### src/rtl/hbp_pkg.sv
// Shared constants and the command-kind type for the half-bus pairer.
// Assumes a 32-bit bus made of two 16-bit halves (2 bytes per beat per half).
package hbp_pkg;
    localparam int QDR_BURST  = 16;
    localparam int DDR_BURST  = 8;
    localparam int HALF_BYTES = 2;
    localparam int BURST_W    = $clog2(QDR_BURST + 1);
    localparam int BYTES_W    = $clog2(QDR_BURST * 2 * HALF_BYTES + 1);

    typedef enum logic [1:0] {
        KIND_PAIR = 2'd0,
        KIND_HALF = 2'd1,
        KIND_FULL = 2'd2
    } hbp_kind_e;
endpackage

### src/rtl/hbp_queue.sv
// Age-ordered request store. Slot 0 always holds the oldest request.
// Assumes a pop always removes slot 0 and, when pop_two is set, also slot
// pop_idx (>0). Assumes push is only asserted while count < DEPTH.
// Survivors shift down and keep their order; a push lands after them.
module hbp_queue #(
    parameter int DEPTH  = 8,
    parameter int BANK_W = 4,
    parameter int ROW_W  = 14,
    parameter int COL_W  = 7,
    parameter int TAG_W  = 4,
    localparam int CNT_W = $clog2(DEPTH + 1),
    localparam int IDX_W = $clog2(DEPTH)
) (
    input  logic              clk,
    input  logic              rst_n,
    input  logic              push,
    input  logic [BANK_W-1:0] push_bank,
    input  logic [ROW_W-1:0]  push_row,
    input  logic [COL_W-1:0]  push_col,
    input  logic              push_write,
    input  logic              pop,
    input  logic              pop_two,
    input  logic [IDX_W-1:0]  pop_idx,
    output logic [CNT_W-1:0]  count,
    output logic [BANK_W-1:0] q_bank  [DEPTH],
    output logic [ROW_W-1:0]  q_row   [DEPTH],
    output logic [COL_W-1:0]  q_col   [DEPTH],
    output logic              q_write [DEPTH],
    output logic [TAG_W-1:0]  q_tag   [DEPTH]
);
    logic [BANK_W-1:0] n_bank  [DEPTH];
    logic [ROW_W-1:0]  n_row   [DEPTH];
    logic [COL_W-1:0]  n_col   [DEPTH];
    logic              n_write [DEPTH];
    logic [TAG_W-1:0]  n_tag   [DEPTH];
    logic [CNT_W-1:0]  cnt_left;
    logic [TAG_W-1:0]  seq;

    // Next contents: shift out removed slots, then append the new request.
    always_comb begin
        n_bank  = q_bank;
        n_row   = q_row;
        n_col   = q_col;
        n_write = q_write;
        n_tag   = q_tag;
        for (int k = 0; k < DEPTH; k++) begin
            int src;
            src = k + (pop ? ((pop_two && (k + 1 >= int'(pop_idx))) ? 2 : 1) : 0);
            if (src < DEPTH) begin
                n_bank[k]  = q_bank[src];
                n_row[k]   = q_row[src];
                n_col[k]   = q_col[src];
                n_write[k] = q_write[src];
                n_tag[k]   = q_tag[src];
            end
        end
        cnt_left = count - CNT_W'(pop ? (pop_two ? 2 : 1) : 0);
        if (push) begin
            for (int k = 0; k < DEPTH; k++) begin
                if (k == int'(cnt_left)) begin
                    n_bank[k]  = push_bank;
                    n_row[k]   = push_row;
                    n_col[k]   = push_col;
                    n_write[k] = push_write;
                    n_tag[k]   = seq;
                end
            end
        end
    end

    // Occupancy and tag sequence, cleared by reset.
    always_ff @(posedge clk) begin
        if (!rst_n) begin
            count <= '0;
            seq   <= '0;
        end else begin
            count <= cnt_left + CNT_W'(push);
            seq   <= seq + TAG_W'(push);
        end
    end

    // Slot storage; contents beyond count are don't-care, so no reset.
    always_ff @(posedge clk) begin
        q_bank  <= n_bank;
        q_row   <= n_row;
        q_col   <= n_col;
        q_write <= n_write;
        q_tag   <= n_tag;
    end

    assert_no_overflow_R2: assert property (@(posedge clk) disable iff (!rst_n)
        count <= CNT_W'(DEPTH));
    assert_push_room_R2: assert property (@(posedge clk) disable iff (!rst_n)
        push |-> count < CNT_W'(DEPTH));
endmodule

### src/rtl/hbp_match.sv
// Partner search: finds the oldest slot after slot 0 with the same bank,
// row and direction as slot 0. Assumes slots below count are valid.
// No search is made in compatibility mode.
module hbp_match #(
    parameter int DEPTH  = 8,
    parameter int BANK_W = 4,
    parameter int ROW_W  = 14,
    localparam int CNT_W = $clog2(DEPTH + 1),
    localparam int IDX_W = $clog2(DEPTH)
) (
    input  logic              compat,
    input  logic [CNT_W-1:0]  count,
    input  logic [BANK_W-1:0] q_bank  [DEPTH],
    input  logic [ROW_W-1:0]  q_row   [DEPTH],
    input  logic              q_write [DEPTH],
    output logic              found,
    output logic [IDX_W-1:0]  idx
);
    // Descending scan so the lowest (oldest) matching slot wins.
    always_comb begin
        found = 1'b0;
        idx   = '0;
        for (int k = DEPTH - 1; k >= 1; k--) begin
            if (!compat && k < int'(count) && q_bank[k] == q_bank[0] &&
                q_row[k] == q_row[0] && q_write[k] == q_write[0]) begin
                found = 1'b1;
                idx   = IDX_W'(k);
            end
        end
    end
endmodule

### src/rtl/hbp_cmd_fmt.sv
// Command formatter: picks paired, half-width or full-width form from the
// search result and configuration, and sets the burst length and byte count.
// Assumes the partner inputs are meaningful only when found is set.
module hbp_cmd_fmt
    import hbp_pkg::*;
#(
    parameter int COL_W = 7,
    parameter int TAG_W = 4
) (
    input  logic               cfg_qdr,
    input  logic               cfg_compat,
    input  logic               cfg_lone_full,
    input  logic               found,
    input  logic [COL_W-1:0]   lo_col,
    input  logic [TAG_W-1:0]   lo_tag,
    input  logic [COL_W-1:0]   p_col,
    input  logic [TAG_W-1:0]   p_tag,
    output logic [COL_W-1:0]   hi_col,
    output logic [TAG_W-1:0]   hi_tag,
    output logic               hi_valid,
    output logic               full,
    output logic [BURST_W-1:0] burst,
    output logic [BYTES_W-1:0] bytes
);
    hbp_kind_e kind;

    // Command form: compatibility forces full width, else pair or lone policy.
    always_comb begin
        if (cfg_compat)         kind = KIND_FULL;
        else if (found)         kind = KIND_PAIR;
        else if (cfg_lone_full) kind = KIND_FULL;
        else                    kind = KIND_HALF;
    end

    // Field decode from the chosen form.
    always_comb begin
        hi_valid = (kind == KIND_PAIR);
        full     = (kind == KIND_FULL);
        hi_col   = hi_valid ? p_col : lo_col;
        hi_tag   = hi_valid ? p_tag : lo_tag;
        burst    = cfg_qdr ? BURST_W'(QDR_BURST) : BURST_W'(DDR_BURST);
        bytes    = BYTES_W'(int'(burst) * HALF_BYTES * ((kind == KIND_HALF) ? 1 : 2));
    end
endmodule

### src/rtl/halfbus_pairer.sv
// Top of the same-page half-bus pairer. It serves the oldest request on the
// lower half and puts its oldest same-page, same-direction partner on the
// upper half. It removes both requests when the command is accepted.
// Assumes the page is already open; no timing or data path is handled here.
module halfbus_pairer
    import hbp_pkg::*;
#(
    parameter int DEPTH  = 8,
    parameter int BANK_W = 4,
    parameter int ROW_W  = 14,
    parameter int COL_W  = 7,
    parameter int TAG_W  = 4
) (
    input  logic               clk,
    input  logic               rst_n,
    input  logic               cfg_qdr,
    input  logic               cfg_compat,
    input  logic               cfg_lone_full,
    input  logic               req_valid,
    output logic               req_ready,
    input  logic [BANK_W-1:0]  req_bank,
    input  logic [ROW_W-1:0]   req_row,
    input  logic [COL_W-1:0]   req_col,
    input  logic               req_write,
    output logic               cmd_valid,
    input  logic               cmd_ready,
    output logic [BANK_W-1:0]  cmd_bank,
    output logic [ROW_W-1:0]   cmd_row,
    output logic               cmd_write,
    output logic [COL_W-1:0]   cmd_lo_col,
    output logic [TAG_W-1:0]   cmd_lo_tag,
    output logic               cmd_hi_valid,
    output logic [COL_W-1:0]   cmd_hi_col,
    output logic [TAG_W-1:0]   cmd_hi_tag,
    output logic               cmd_full,
    output logic [BURST_W-1:0] cmd_burst,
    output logic [BYTES_W-1:0] cmd_bytes
);
    localparam int CNT_W = $clog2(DEPTH + 1);
    localparam int IDX_W = $clog2(DEPTH);

    logic [CNT_W-1:0]  count;
    logic [BANK_W-1:0] q_bank  [DEPTH];
    logic [ROW_W-1:0]  q_row   [DEPTH];
    logic [COL_W-1:0]  q_col   [DEPTH];
    logic              q_write [DEPTH];
    logic [TAG_W-1:0]  q_tag   [DEPTH];
    logic              found;
    logic [IDX_W-1:0]  p_idx;
    logic              push;
    logic              fire;

    // Handshake terms at both edges of the block.
    always_comb begin
        req_ready = (count < CNT_W'(DEPTH));
        push      = req_valid && req_ready;
        cmd_valid = (count != '0);
        fire      = cmd_valid && cmd_ready;
    end

    hbp_queue #(.DEPTH(DEPTH), .BANK_W(BANK_W), .ROW_W(ROW_W), .COL_W(COL_W), .TAG_W(TAG_W)) u_queue (
        .clk(clk), .rst_n(rst_n),
        .push(push), .push_bank(req_bank), .push_row(req_row), .push_col(req_col), .push_write(req_write),
        .pop(fire), .pop_two(cmd_hi_valid), .pop_idx(p_idx),
        .count(count), .q_bank(q_bank), .q_row(q_row), .q_col(q_col), .q_write(q_write), .q_tag(q_tag)
    );

    hbp_match #(.DEPTH(DEPTH), .BANK_W(BANK_W), .ROW_W(ROW_W)) u_match (
        .compat(cfg_compat), .count(count),
        .q_bank(q_bank), .q_row(q_row), .q_write(q_write),
        .found(found), .idx(p_idx)
    );

    hbp_cmd_fmt #(.COL_W(COL_W), .TAG_W(TAG_W)) u_fmt (
        .cfg_qdr(cfg_qdr), .cfg_compat(cfg_compat), .cfg_lone_full(cfg_lone_full),
        .found(found), .lo_col(q_col[0]), .lo_tag(q_tag[0]),
        .p_col(q_col[p_idx]), .p_tag(q_tag[p_idx]),
        .hi_col(cmd_hi_col), .hi_tag(cmd_hi_tag), .hi_valid(cmd_hi_valid),
        .full(cmd_full), .burst(cmd_burst), .bytes(cmd_bytes)
    );

    // Lower-half fields come straight from the oldest slot.
    always_comb begin
        cmd_bank   = q_bank[0];
        cmd_row    = q_row[0];
        cmd_write  = q_write[0];
        cmd_lo_col = q_col[0];
        cmd_lo_tag = q_tag[0];
    end

    assert_pair_removal_R11: assert property (@(posedge clk) disable iff (!rst_n)
        fire && cmd_hi_valid && !push |=> count + CNT_W'(2) == $past(count));
    assert_stall_hold_R12: assert property (@(posedge clk) disable iff (!rst_n)
        cmd_valid && !cmd_ready && !push |=> count == $past(count));
    assert_compat_full_R6: assert property (@(posedge clk) disable iff (!rst_n)
        cmd_valid && cfg_compat |-> cmd_full && !cmd_hi_valid);
    assert_full_cols_R7: assert property (@(posedge clk) disable iff (!rst_n)
        cmd_valid && cmd_full |-> cmd_hi_col == cmd_lo_col);
    assert_distinct_tags_R4: assert property (@(posedge clk) disable iff (!rst_n)
        cmd_valid && cmd_hi_valid |-> cmd_hi_tag != cmd_lo_tag);
endmodule

### config.mk
export PLATFORM = sky130hd
export DESIGN_NAME = halfbus_pairer
export DESIGN_NICKNAME = d
export VERILOG_FILES = /design/src/rtl/hbp_pkg.sv /design/src/rtl/hbp_queue.sv /design/src/rtl/hbp_match.sv /design/src/rtl/hbp_cmd_fmt.sv /design/src/rtl/halfbus_pairer.sv
export SDC_FILE = /design/constraint.sdc
export NUM_CORES = 1
export LEC_CHECK = 0
export BUFFER_PORTS_ARGS = -buffer_cell sky130_fd_sc_hd__buf_2
export CAP_MARGIN = 25
export CORE_MARGIN = 3
export CORE_UTILIZATION = 30
export CTS_CLUSTER_DIAMETER = 60
export DETAILED_ROUTE_END_ITERATION = 10
export SLEW_MARGIN = 0
export SYNTH_ARGS = -nofsm -noshare
export SYNTH_HDL_FRONTEND = slang
export SYNTH_SLANG_ARGS = --single-unit
### constraint.sdc
create_clock -name clk -period 5.34 [get_ports clk]
set_input_delay 1.068 -clock clk [delete_from_list [all_inputs] [get_ports clk]]
set_output_delay 1.068 -clock clk [all_outputs]
set_load 0.005 [all_outputs]
### After elaboration in Yosys (flattened, before gate mapping)

Index checks and enable logic that the tools add are counted.

* register bits after elaboration: 248
* input port bits: 33
* output and inout port bits: 57
* logic and storage cells: 409

* add/sub/neg operators: 10
* multipliers: 1
* magnitude comparators: 31
* equal/unequal tests: 30
* muxes and demuxes: 246
* bitwise logic cells: 9
* reduce and logical (&&, ||, !) cells: 40

Operator list (count)
* $mux W14: 32
* $bmux W14 S3: 8
* $mux W32: 9
* $mux W4: 67
* $ge A32 B4 Y1 const B: 8
* $lt A32 B5 Y1 const B: 8
* $not A32 Y32: 8
* $mux W7: 35
* $bmux W4 S3: 17
* $bmux W7 S3: 9
* $add A4 B32 Y32 const A: 4
* $mux W112: 1
* $eq A14 B14 Y1: 7
* $add A3 B32 Y32 const A: 2
* $mux W56: 1
* $mux W1: 39
* $logic_and A1 B1 Y1: 36
* $add A2 B32 Y32 const A: 1
* $mul A6 B32 Y6: 1
* $eq A4 B4 Y1: 7
* $bmux W1 S3: 8
* $mux W2: 11
* $mux W3: 7
* $eq A4 B4 Y1 const A: 4
* 22 further kinds: 37

### Logic depth before layout (Yosys ltp)

Gate-level depths: netlist of run 1.

* word-level depth: 26
* gate-level depth with buffers: 19
* mapped depth without buffers: 16

### Cells and area by module

Synthesis of run 1 repeated with hierarchy kept, for this count alone.

* cells, all modules: 1862
* area, all modules: 17405.4 µm²

Modules (own cells, without submodules)
* hbp_queue: times used 1, cells each 1569, area each 14652.8 µm², sequential area each 4964.8 µm²
* hbp_match: times used 1, cells each 222, area each 1686.6 µm², sequential area each 0.0 µm²
* halfbus_pairer: times used 1, cells each 42, area each 759.5 µm², sequential area each 0.0 µm²
* hbp_cmd_fmt: times used 1, cells each 29, area each 306.5 µm², sequential area each 0.0 µm²

### Worst setup path after synthesis of run 1

OpenSTA, ideal clock, no wires.

* path type: in2out
* start: input port cfg_compat
* end: output port cmd_hi_col[6]
* arrival time: 3.433 ns
* required time: 4.272 ns
* slack: 0.839 ns
* stages: 10
* path buffers: 1
* path through: o21bai_1 -> or4b_1 -> nor4_2 -> a2111oi_1 -> o311a_1 -> or2_1 -> buf_2 -> a211o_1 -> a221oi_1 -> a21oi_1

* word-level cells in the longest chain between the ends: 17
* elaborated cells between the ends (all ways): 51
* those cells by class: mux: 20; bitwise: 1; reduce/logical: 30

Ends and longest elaborated chain
* start, declared: line halfbus_pairer.sv:17 `input logic cfg_compat,`
* $logic_not A1 Y1: line hbp_match.sv:24 `if (!compat && k < int'(count) && q_bank[k] == q_bank[0] &&`
* $logic_and A1 B1 Y1 (3 in a row): line hbp_match.sv:24
* $logic_and A1 B1 Y1: line hbp_match.sv:25 `q_row[k] == q_row[0] && q_write[k] == q_write[0]) begin`
* $mux W3 (7 in a row): line hbp_match.sv:24
* $not A3 Y4 (not written as such): line halfbus_pairer.sv:77 `.p_col(q_col[p_idx]), .p_tag(q_tag[p_idx]),`
* $bmux W7 S3: line halfbus_pairer.sv:77
* $mux W7 (not written as such) (2 in a row): line halfbus_pairer.sv:77
* $mux W7 *: line hbp_cmd_fmt.sv:39 `hi_col = hi_valid ? p_col : lo_col;`
* end, declared: line halfbus_pairer.sv:33 `output logic [COL_W-1:0] cmd_hi_col,`

Every way passes the cells marked *; elsewhere a longest branch is shown, timed or not. The select of a mux whose other input is x is not followed.

### Worst setup path after layout of run 1

* start: register u_queue.q_row[110] in the netlist's numbering
* end: output port cmd_hi_col[1]

* word-level cells in the longest chain between the ends: 15
* elaborated cells between the ends (all ways): 43
* those cells by class: eq/ne: 7; mux: 20; bitwise: 1; reduce/logical: 15

Ends and longest elaborated chain
* start, declared: line hbp_queue.sv:26 `output logic [ROW_W-1:0] q_row [DEPTH],`
* start signal, assigned: line hbp_queue.sv:85 `q_row <= n_row;`
* $eq A14 B14 Y1: line hbp_match.sv:25
* $logic_and A1 B1 Y1: line hbp_match.sv:24
* $logic_and A1 B1 Y1: line hbp_match.sv:25
* $mux W3 (7 in a row): line hbp_match.sv:24
* $not A3 Y4 (not written as such): line halfbus_pairer.sv:77
* $bmux W7 S3: line halfbus_pairer.sv:77
* $mux W7 (not written as such) (2 in a row): line halfbus_pairer.sv:77
* $mux W7 *: line hbp_cmd_fmt.sv:39

Marked as above.

==> results of run 1 <==
## logic make-up (layout without fill, tap and decap cells)
| kind of cell | after synthesis | after routing | synth area share (%) |
|---|---|---|---|
| flops | 248 | 248 | 30.7 |
| other cells | 1 | 11 | 0.0232 |
| simple gates | 645 | 645 | 17.9 |
| xor+xnor | 145 | 145 | 7.86 |
| buf+inv | 240 | 217 | 7.08 |
| fa+ha+maj | 10 | 10 | 0.821 |
| mux | 208 | 208 | 15.3 |
| compound gates | 526 | 526 | 20.4 |
## per-stage QoR
stage                     setup WS, ns  utilization (%)  hold slack [ns]  instance area, sq um
final                            0.192             34.0            0.473                 18000
after global routing            0.0779             34.0            0.485                 18000
after global placement           0.357             32.3            0.450                 17100
after floorplan                  0.839                -            0.440                 16200
after CTS                        0.205             34.0            0.468                 18000
after detailed placement         0.352             32.3            0.459                 17100
## power by group through the flow
| stage | logic, mW | clock network [mW] | registers (mW) |
|---|---|---|---|
| 2_1_floorplan | 4.65 | 0 | 3.58 |
| 3_3_place_gp | 6.03 | 0 | 4.06 |
| 3_5_place_dp | 6.14 | 0 | 4.13 |
| 4_1_cts | 6.17 | 1.92 | 4.09 |
| 5_1_grt | 6.74 | 2.00 | 4.27 |
| 6_report | 6.23 | 1.90 | 4.14 |
## cells in the mapped netlist (all sizes together), types with 20 or more instances
cell type,n
a211oi,62
a21o,85
a21oi,175
a221oi,32
buf,111
clkbuf,115
dfxtp,248
mux2i,169
mux4,30
nand2,265
nand4,21
nor2,221
nor3,20
nor4,30
o21ai,125
xnor2,69
xor2,76
## critical path: stages, from the launching register on
cell and delay, ns:
dfxtp_1 0.45, buf_4 0.23, xor2_1 0.48, nor4_1 0.14, nand4_1 0.23, or4_1 0.63, nand3_1 0.26, nor4_4 0.45
buf_4 0.29, nand2_1 0.07, o21ai_1 0.13, buf_2 0.16
## state kept, by name, summed over array words and instances, names as in the netlist
signal,cells
u_queue.q_row,112
u_queue.q_col,56
u_queue.q_bank,32
u_queue.q_tag,32
u_queue.q_write,8
u_queue.count,4
u_queue.seq,4
## worst min path at each step
stage	from	to	slack, ns	cells past startpoint
3_3_place_gp	u_queue.q_col[0]	u_queue.q_col[14]	0.45	2
4_1_cts	u_queue.q_tag[2]	u_queue.q_tag[10]	0.47	2
2_1_floorplan	u_queue.q_col[0]	u_queue.q_col[14]	0.44	2
5_1_grt	u_queue.q_tag[2]	u_queue.q_tag[10]	0.49	2
3_5_place_dp	u_queue.q_tag[2]	u_queue.q_tag[10]	0.46	2
6_report	u_queue.q_col[0]	u_queue.q_col[14]	0.47	2
## cell type report
cell class	count	area [sq um]
clock inverter	9	50.0
antenna	4	10.0
timing repair buffer	151	1080
inverter	14	52.6
multi-input combinational	1541	10200
fill	5528	34900
clock buffer	43	838
tap	688	861
sequential	248	4960
## layer usage
layer	part of all wire, %	GRT usage [%]	up-vias
li1	-	-	7039
met1	45	28.6	7342
met2	45	33.5	585
met3	6.8	2.84	112
met4	2.9	5.94	8
met5	0.079	0	-
==> results.txt, run 1 <==
Final count of pins violating max slew: 0
CTS sink count: 248
Wirelength, routed: 60.9 mm
Layout Cells excl Fill: 2698
Largest area contributor in the netlist: dfxtp_1
Post-DP HPWL: 43.5 mm
Share of power burned in registers: 33.7%
R2r setup slk: 0.54 ns
R2R Path End: u_queue.q_bank[13]
Gate power share: 50.8%
EDFF count, synth: 0
Power per cell area: 680 nW/um^2
CP startpoint kind: flop
Final min period: 5.15 ns
Ys flop type: dfxtp_1
Int Power: 6.61 mW
Worst EP required: 4.27 ns
Total Die Area: 56700 sq um
Sw Share: 46.2%
Post-CTS Setup Inserts: 0
Hold Vio Cnt, Final: 0
Synth Register Bits: 248
Area growth syn-to-layout: 11.6%
Crit path launch: u_queue.q_row[110]
Reg2Reg Depth: 16
Critical Setup Path Class: reg -> out
P_sw: 5.66 mW
Via count: 15100
# rows: 84
Worst reg2reg startpoint: u_queue.q_row[99]
Most frequent cells in the layout: nand2_1, dfxtp_1, nor2_1
CTS tree: done
Ports: 90
Commonest non-fill, non-tap cell in the layout: nand2_1
Total grt overflow: 0
Post-route DRC: 0
Seq/Total Area, Yosys: 30.7%
Hold buffers post-CTS: 0
Routability cong.: 1.01
Crit path arrival time: 4.08 ns
Fmax: 0.194 GHz
Clock Latency Late Sink: 0.56 ns
Total power: 12.3 mW
Endpoints failing setup: 0
Nets@finish: 2027
Worst Max-Slew Pin Slew: 0.987 ns
Worst setup endpoint: cmd_hi_col[1]
Share of cells above drive strength 1: 12.8%
CP Capture Type: output pin
Initial Util: 30.5%
RSZ-0062 raised after global routing: no
Die Ht: 238 um
DR iter-0 viols: 1569
CP Max Fanout: 17
CTS buffer count: 28
First-pass GRT wire length: 90.0 mm
Clock power frac: 15.5%
Number of max-cap violations: 0
Core area: 53000 sq um
Vias per std cell: 5.59
H-tree depth: 1
Maximum clock path buffer count: 3
Peak supply drop: 0.270 mV
Cell Area, Synth: 16200 sq um
Cells after Synth: 2023
Yosys warns: 0
Post-synth ARST share: 0%
Chip Width: 238 um
IO buf count: 82
Avg WL per Cell: 22.6 um
Root Buffer: clkbuf_16
Detail Route Antenna Nets: 0
Leak: 7.64 nW
Distinct cell type count after synthesis: 67
Resize count post-CTS: 1
Ranking of synthesized cells by area: dfxtp_1, mux2i_1, nand2_1
Post-synth top area share: 30.7%
Outcome: finished, final reports clean
Dpl cells: 2641
Number of global-route vias before repair: 14000
Initial antenna violation count: 9
Setup TNS: 0 ns
Worst Hold Class: reg -> reg
Final period util: 96.4%
Avg Synthesized Cell Area: 7.99 sq um
Gr usage total: 20.6%
Pin count of the biggest net entering global routing: 100
Iteration count of the initial detailed-routing pass: 6
Reg clk slew, reported paths: 0.06 ns
Worst rel slew slack: 33.6%
Fin Clk Skew: 0.0130 ns
Note: power is estimated with default switching activity, not from simulation.
==> inputs of run 2 (changes only) <==
Settings changed: CELL_PAD_IN_SITES_DETAIL_PLACEMENT from default to 1, CELL_PAD_IN_SITES_GLOBAL_PLACEMENT from default to 1, PLACE_DENSITY_LB_ADDON from default to 0.1.
==> results.txt, run 2 (same netlist as run 1, synthesis figures left out) <==
Final min period: 5.18 ns (was 5.15 ns)
Crit-path cells: buf_2, o21bai_1, a2111oi_0, nand4b_1, o2bb2a_1, or3_1, a21o_1, o21ai_1, buf_4, a2bb2oi_1, o21ai_1, buf_2 (was buf_4, xor2_1, nor4_1, nand4_1, or4_1, nand3_1, nor4_4, buf_4, nand2_1, o21ai_1, buf_2)
Crit path launch: cfg_compat (was u_queue.q_row[110])
Post-CTS Setup Inserts: 0 (unchanged)
CP Max Fanout: 7 (was 17)
Power per cell area: 722 nW/um^2 (was 680 nW/um^2)
Crit path max-delay family: compound AO/OA/AOI/OAI gates (was simple AND/OR/NAND/NOR gates)
CP Capture Type: output pin (unchanged)
IO buf count: 82 (unchanged)
R2r setup slk: 0.58 ns (was 0.54 ns)
Number of global-route vias before repair: 15300 (was 14000)
Worst Max-Slew Pin Slew: 0.921 ns (was 0.987 ns)
Fmax: 0.193 GHz (was 0.194 GHz)
Leak: 7.97 nW (was 7.64 nW)
Reg2Reg Depth: 16 (unchanged)
Avg WL per Cell: 26.4 um (was 22.6 um)
Iteration count of the initial detailed-routing pass: 5 (was 6)
Slowest stage cell, crit path: a2111oi_0 (was or4_1)
Crit path arrival time: 4.11 ns (was 4.08 ns)
Pin count of the biggest net entering global routing: 83 (was 100)
Largest register FFs: 112 (unchanged)
Setup TNS: 0 ns (unchanged)
Worst Hold Class: reg -> reg (unchanged)
FILL cells: 6266 (was 5528)
Root Buffer: clkbuf_16 (unchanged)
Total stage count of the critical path: 12 (was 11)
Peak supply drop: 0.254 mV (was 0.270 mV)
Outcome: finished, final reports clean (unchanged)
Layout Cells excl Fill: 2721 (was 2698)
First-pass GRT wire length: 106 mm (was 90.0 mm)
CP startpoint kind: primary input (was flop)
Area growth syn-to-layout: 15.6% (was 11.6%)
Multi-input gate area: 10200 sq um (about the same)
Wirelength, routed: 71.8 mm (was 60.9 mm)
Die Ht: 238 um (unchanged)
Detail Route Antenna Nets: 0 (unchanged)
Worst path max stage delay: 0.62 ns (was 0.63 ns)
Via count: 15300 (was 15100)
Top Registers: u_queue.q_row x112, u_queue.q_col x56 (unchanged)
Total Die Area: 56700 sq um (unchanged)
DR iter-0 viols: 1130 (was 1569)
Gr usage total: 25.0% (was 20.6%)
Resize count post-CTS: 1 (unchanged)
CTS tree: done (unchanged)
Post-route DRC: 0 (unchanged)
Final count of pins violating max slew: 0 (unchanged)
Core area: 53000 sq um (unchanged)
Dpl cells: 2649 (was 2641)
CTS buffer count: 41 (was 28)
CTS sink count: 248 (unchanged)
Commonest non-fill, non-tap cell in the layout: nand2_1 (unchanged)
Final period util: 96.9% (was 96.4%)
Share of cells above drive strength 1: 14.9% (was 12.8%)
CP bufs+invs: 3 (unchanged)
Initial Util: 30.5% (unchanged)
Critical Setup Path Class: in -> out (was reg -> out)
Initial antenna violation count: 3 (was 9)
Reg clk slew, reported paths: 0.05 ns (was 0.06 ns)
Nets@finish: 2048 (was 2027)
Worst rel slew slack: 38.6% (was 33.6%)
Total grt overflow: 0 (unchanged)
Vias per std cell: 5.63 (was 5.59)
Post-DP HPWL: 51.2 mm (was 43.5 mm)
Hold buffers post-CTS: 0 (unchanged)
Register with the most flip-flops: u_queue.q_row (unchanged)
Most frequent cells in the layout: nand2_1, dfxtp_1, nor2_1 (unchanged)
Ports: 90 (unchanged)
Chip Width: 238 um (unchanged)
Clock Latency Late Sink: 0.55 ns (was 0.56 ns)
Worst reg2reg startpoint: u_queue.q_bank[28] (was u_queue.q_row[99])
Endpoints failing setup: 0 (unchanged)
H-tree depth: 2 (was 1)
R2R Path End: u_queue.q_bank[15] (was u_queue.q_bank[13])
Routability cong.: 0.933 (was 1.01)
# rows: 84 (unchanged)
HP Start: u_queue.q_tag[2] (was u_queue.q_col[0])
Hold Vio Cnt, Final: 0 (unchanged)
Worst EP required: 4.27 ns (about the same)
Maximum clock path buffer count: 3 (unchanged)
Fin Clk Skew: 0.0272 ns (was 0.0130 ns)
Worst setup endpoint: cmd_hi_col[5] (was cmd_hi_col[1])
Register area: 4980 sq um (was 4960 sq um)
Number of max-cap violations: 0 (unchanged)
run 2: cell types whose count changed in the layout (fill, tap and decap cells not counted), moves of 2 or more:
cell / delta
buf_4: +5
buf_12: +3
nor2_4: +2
inv_6: +2
bufinv_16: +6
dfxtp_1: -11
clkbuf_1: -4
dfxtp_2: +11
clkbuf_16: +12
clkinv_4: +3
nor2_2: -2
diode_2: -3
run 2: cell type report:
| type | instances | area share [%] |
|---|---|---|
| multi-input combinational | 1541 | 54.7 |
| sequential | 248 | 26.6 |
| timing repair buffer | 159 | 6.30 |
| clock buffer | 51 | 6.01 |
| tap | 688 | 4.61 |
| clock inverter | 19 | 1.45 |
| inverter | 14 | 0.288 |
| antenna | 1 | 0.0134 |
run 2: stage by stage:
stage,utilization (%),worst slack (ns),instance area (sq um),hold WS [ns],total power [mW]
after global routing,35.3,-0.00752,18700,0.504,14.4
after CTS,35.2,0.0199,18600,0.475,13.5
after global placement,32.5,0.165,17200,0.460,10.4
after detailed placement,32.5,0.135,17200,0.467,10.6
after floorplan,-,0.839,16200,0.440,8.23
final,35.3,0.165,18700,0.476,13.5
run 2: how the worst min path moves through the flow:
| stage | end | slack [ns] | cells past startpoint |
|---|---|---|---|
| after floorplan | u_queue.q_col[14] | 0.44 | 2 |
| after global placement | u_queue.q_col[14] | 0.46 | 2 |
| after detailed placement | u_queue.q_tag[10] | 0.47 | 2 |
| after CTS | u_queue.q_tag[10] | 0.48 | 2 |
| after global routing | u_queue.q_tag[10] | 0.50 | 2 |
| final | u_queue.q_tag[10] | 0.48 | 2 |
run 2: layer usage:
metal  vias up  track usage [%]  part of all wire, %
met5         -                0                    0
met2       396             37.1                   42
met3        88             4.42                  5.4
met1      7720             37.3                   50
met4         0             6.71                  2.4
li1       7114                -                    -
run 2: power breakdown:
part           internal [mW]  switching (mW)
registers               2.83            1.50
clock network           1.78            1.01
logic                   2.73            3.65
run 2: tightest hold or removal path: stages, from the launching register on:
cell,delay (ns)
dfxtp_1,0.32
nand2_1,0.06
a21oi_1,0.05
==> inputs of run 3 (changes only) <==
Settings changed: CTS_BUF_LIST from default to sky130_fd_sc_hd__clkbuf_4, HOLD_SLACK_MARGIN from default to 0.12.
Clock period 5.34 ns to 5.1 ns, I/O delays scaled along.
==> results.txt, run 3 (same netlist as run 1, synthesis figures left out) <==
Leak: 8.15 nW (was 7.97 nW)
Worst Max-Slew Pin Slew: 1.03 ns (was 0.921 ns)
Hold Vio Cnt, Final: 0 (unchanged)
Final min period: 4.97 ns
Final core occ: 35.5% (was 35.3%)
Via count: 15700 (was 15300)
Ports: 90 (unchanged)
R2r setup slk: 0.48 ns (was 0.58 ns)
Root Buffer: clkbuf_4 (was clkbuf_16)
Vias per std cell: 5.56 (was 5.63)
Total grt overflow: 0 (unchanged)
CP startpoint kind: flop (was primary input)
Detail Route Antenna Nets: 0 (unchanged)
Wirelength, routed: 72.1 mm (was 71.8 mm)
HP Start: u_queue.q_tag[2] (unchanged)
Hold Path Sink: u_queue.q_tag[10] (unchanged)
Iteration count of the initial detailed-routing pass: 5 (unchanged)
Peak supply drop: 0.247 mV (was 0.254 mV)
CTS tree: done (unchanged)
Initial Util: 30.5% (unchanged)
Gr usage total: 25.1% (was 25.0%)
Met3 WL post-DR: 3.83 mm (was 3.89 mm)
Worst Hold Class: reg -> reg (unchanged)
Worst rel slew slack: 31.5% (was 38.6%)
Number of max-cap violations: 0 (unchanged)
FILL cells: 6315 (was 6266)
Met2 wire len: 30.8 mm (was 30.5 mm)
Post-DP HPWL: 51.0 mm (was 51.2 mm)
Fin Clk Skew: 0.0390 ns (was 0.0272 ns)
CTS sink count: 248 (unchanged)
DR iter-0 viols: 1160 (was 1130)
Chip Width: 238 um (unchanged)
Most frequent cells in the layout: nand2_1, dfxtp_1, nor2_1 (unchanged)
Number of global-route vias before repair: 15600 (was 15300)
Commonest non-fill, non-tap cell in the layout: nand2_1 (unchanged)
Top Registers: u_queue.q_row x112, u_queue.q_col x56 (unchanged)
Post-Layout Inst Area: 18800 sq um (was 18700 sq um)
Total power: 13.6 mW (was 13.5 mW)
Area growth syn-to-layout: 16.3% (was 15.6%)
CTS buffer count: 82 (was 41)
Avg WL per Cell: 25.6 um (was 26.4 um)
Maximum clock path buffer count: 3 (unchanged)
Pin count of the biggest net entering global routing: 166 (was 83)
Worst reg2reg startpoint: u_queue.q_row[109] (was u_queue.q_bank[28])
Fmax: 0.201 GHz
Register area: 5020 sq um (was 4980 sq um)
Layout Cells excl Fill: 2816 (was 2721)
Met1 Wirelength: 36.1 mm (was 35.7 mm)
Initial antenna violation count: 5 (was 3)
Register with the most flip-flops: u_queue.q_row (unchanged)
Multi-input gate area: 10400 sq um (was 10200 sq um)
Dpl cells: 2664 (was 2649)
# rows: 84 (unchanged)
CP Max Fanout: 13 (was 7)
Die Ht: 238 um (unchanged)
Reg2Reg Depth: 17 (was 16)
Nets@finish: 2117 (was 2048)
CP Capture Type: output pin (unchanged)
H-tree depth: 3 (was 2)
Top sig layer: met4 (unchanged)
Endpoints failing setup: 0 (unchanged)
Clock Latency Late Sink: 0.81 ns (was 0.55 ns)
Share of cells above drive strength 1: 20.7% (was 14.9%)
Routability cong.: 0.974 (was 0.933)
Critical Setup Path Class: reg -> out (was in -> out)
DP Area: 17400 sq um (was 17200 sq um)
IO buf count: 82 (unchanged)
Core area: 53000 sq um (unchanged)
Final period util: 97.5%
R2R Path End: u_queue.q_col[14] (was u_queue.q_bank[15])
Power per cell area: 726 nW/um^2 (was 722 nW/um^2)
Post-route DRC: 0 (unchanged)
Largest register FFs: 112 (unchanged)
Crit path arrival time: 3.95 ns (was 4.11 ns)
Reg clk slew, reported paths: 0.06 ns (was 0.05 ns)
Worst hold stages: 2 (unchanged)
Outcome: finished, final reports clean (unchanged)
Worst EP required: 4.08 ns (was 4.27 ns)
Setup TNS: 0 ns (unchanged)
Final count of pins violating max slew: 0 (unchanged)
First-pass GRT wire length: 106 mm (about the same)
Total Die Area: 56700 sq um (unchanged)
run 3: final cells by class:
| class | count | share of cell area [%] |
|---|---|---|
| timing repair buffer | 187 | 7.58 |
| antenna | 2 | 0.0266 |
| sequential | 248 | 26.7 |
| clock inverter | 10 | 0.360 |
| clock buffer | 126 | 5.03 |
| inverter | 14 | 0.286 |
| multi-input combinational | 1541 | 55.4 |
| tap | 688 | 4.58 |
run 3: how the worst max path moves through the flow:
stage | start | end | slack, ns
2_1_floorplan | cfg_compat | cmd_hi_col[6] | 0.70
3_3_place_gp | cfg_compat | cmd_hi_col[0] | 0.16
3_5_place_dp | cfg_compat | cmd_hi_col[5] | 0.05
4_1_cts | u_queue.q_row[104] | cmd_hi_tag[0] | -0.02
5_1_grt | u_queue.q_write[7] | cmd_hi_col[1] | -0.002
6_report | u_queue.q_row[105] | cmd_hi_col[0] | 0.13
run 3: power by group:
part           internal (mW)  total, mW  switching [mW]
Sequential              2.98       4.53            1.55
Clock                   1.16       2.14           0.979
Combinational           3.02       6.97            3.95
run 3: critical path, stage by stage, from the launching register on:
cell,delay [ns]
dfxtp_4,0.38
xor2_1,0.19
or4_4,0.60
nor4_4,0.33
a2111oi_2,0.11
o311a_1,0.35
or2_4,0.27
buf_8,0.16
mux2_1,0.31
mux2i_1,0.20
o21ai_2,0.11
buf_2,0.14
run 3: per-stage QoR:
| step | hold slack [ns] | worst slack, ns |
|---|---|---|
| finish | 0.482 | 0.127 |
| global route | 0.480 | -0.00189 |
| CTS | 0.421 | -0.0242 |
| detailed placement | 0.476 | 0.0484 |
| global placement | 0.460 | 0.159 |
| floorplan | 0.440 | 0.695 |
run 3: metal layers:
| metal | global-route usage, % | vias to the layer above |
|---|---|---|
| met5 | 0 | - |
| met4 | 6.89 | 0 |
| met3 | 3.98 | 88 |
| met2 | 37.8 | 421 |
| met1 | 37.1 | 7890 |
| li1 | - | 7265 |
run 3: what timing repair did:
| item | in CTS | in global routing |
|---|---|---|
| setup endpoints to repair | 13 | 11 |
| hold buffers | 0 | 0 |
| gates resized for setup | 47 | 36 |
| pin swaps | 3 | 8 |
| setup buffers | 3 | 11 |
| gates cloned | 0 | 0 |
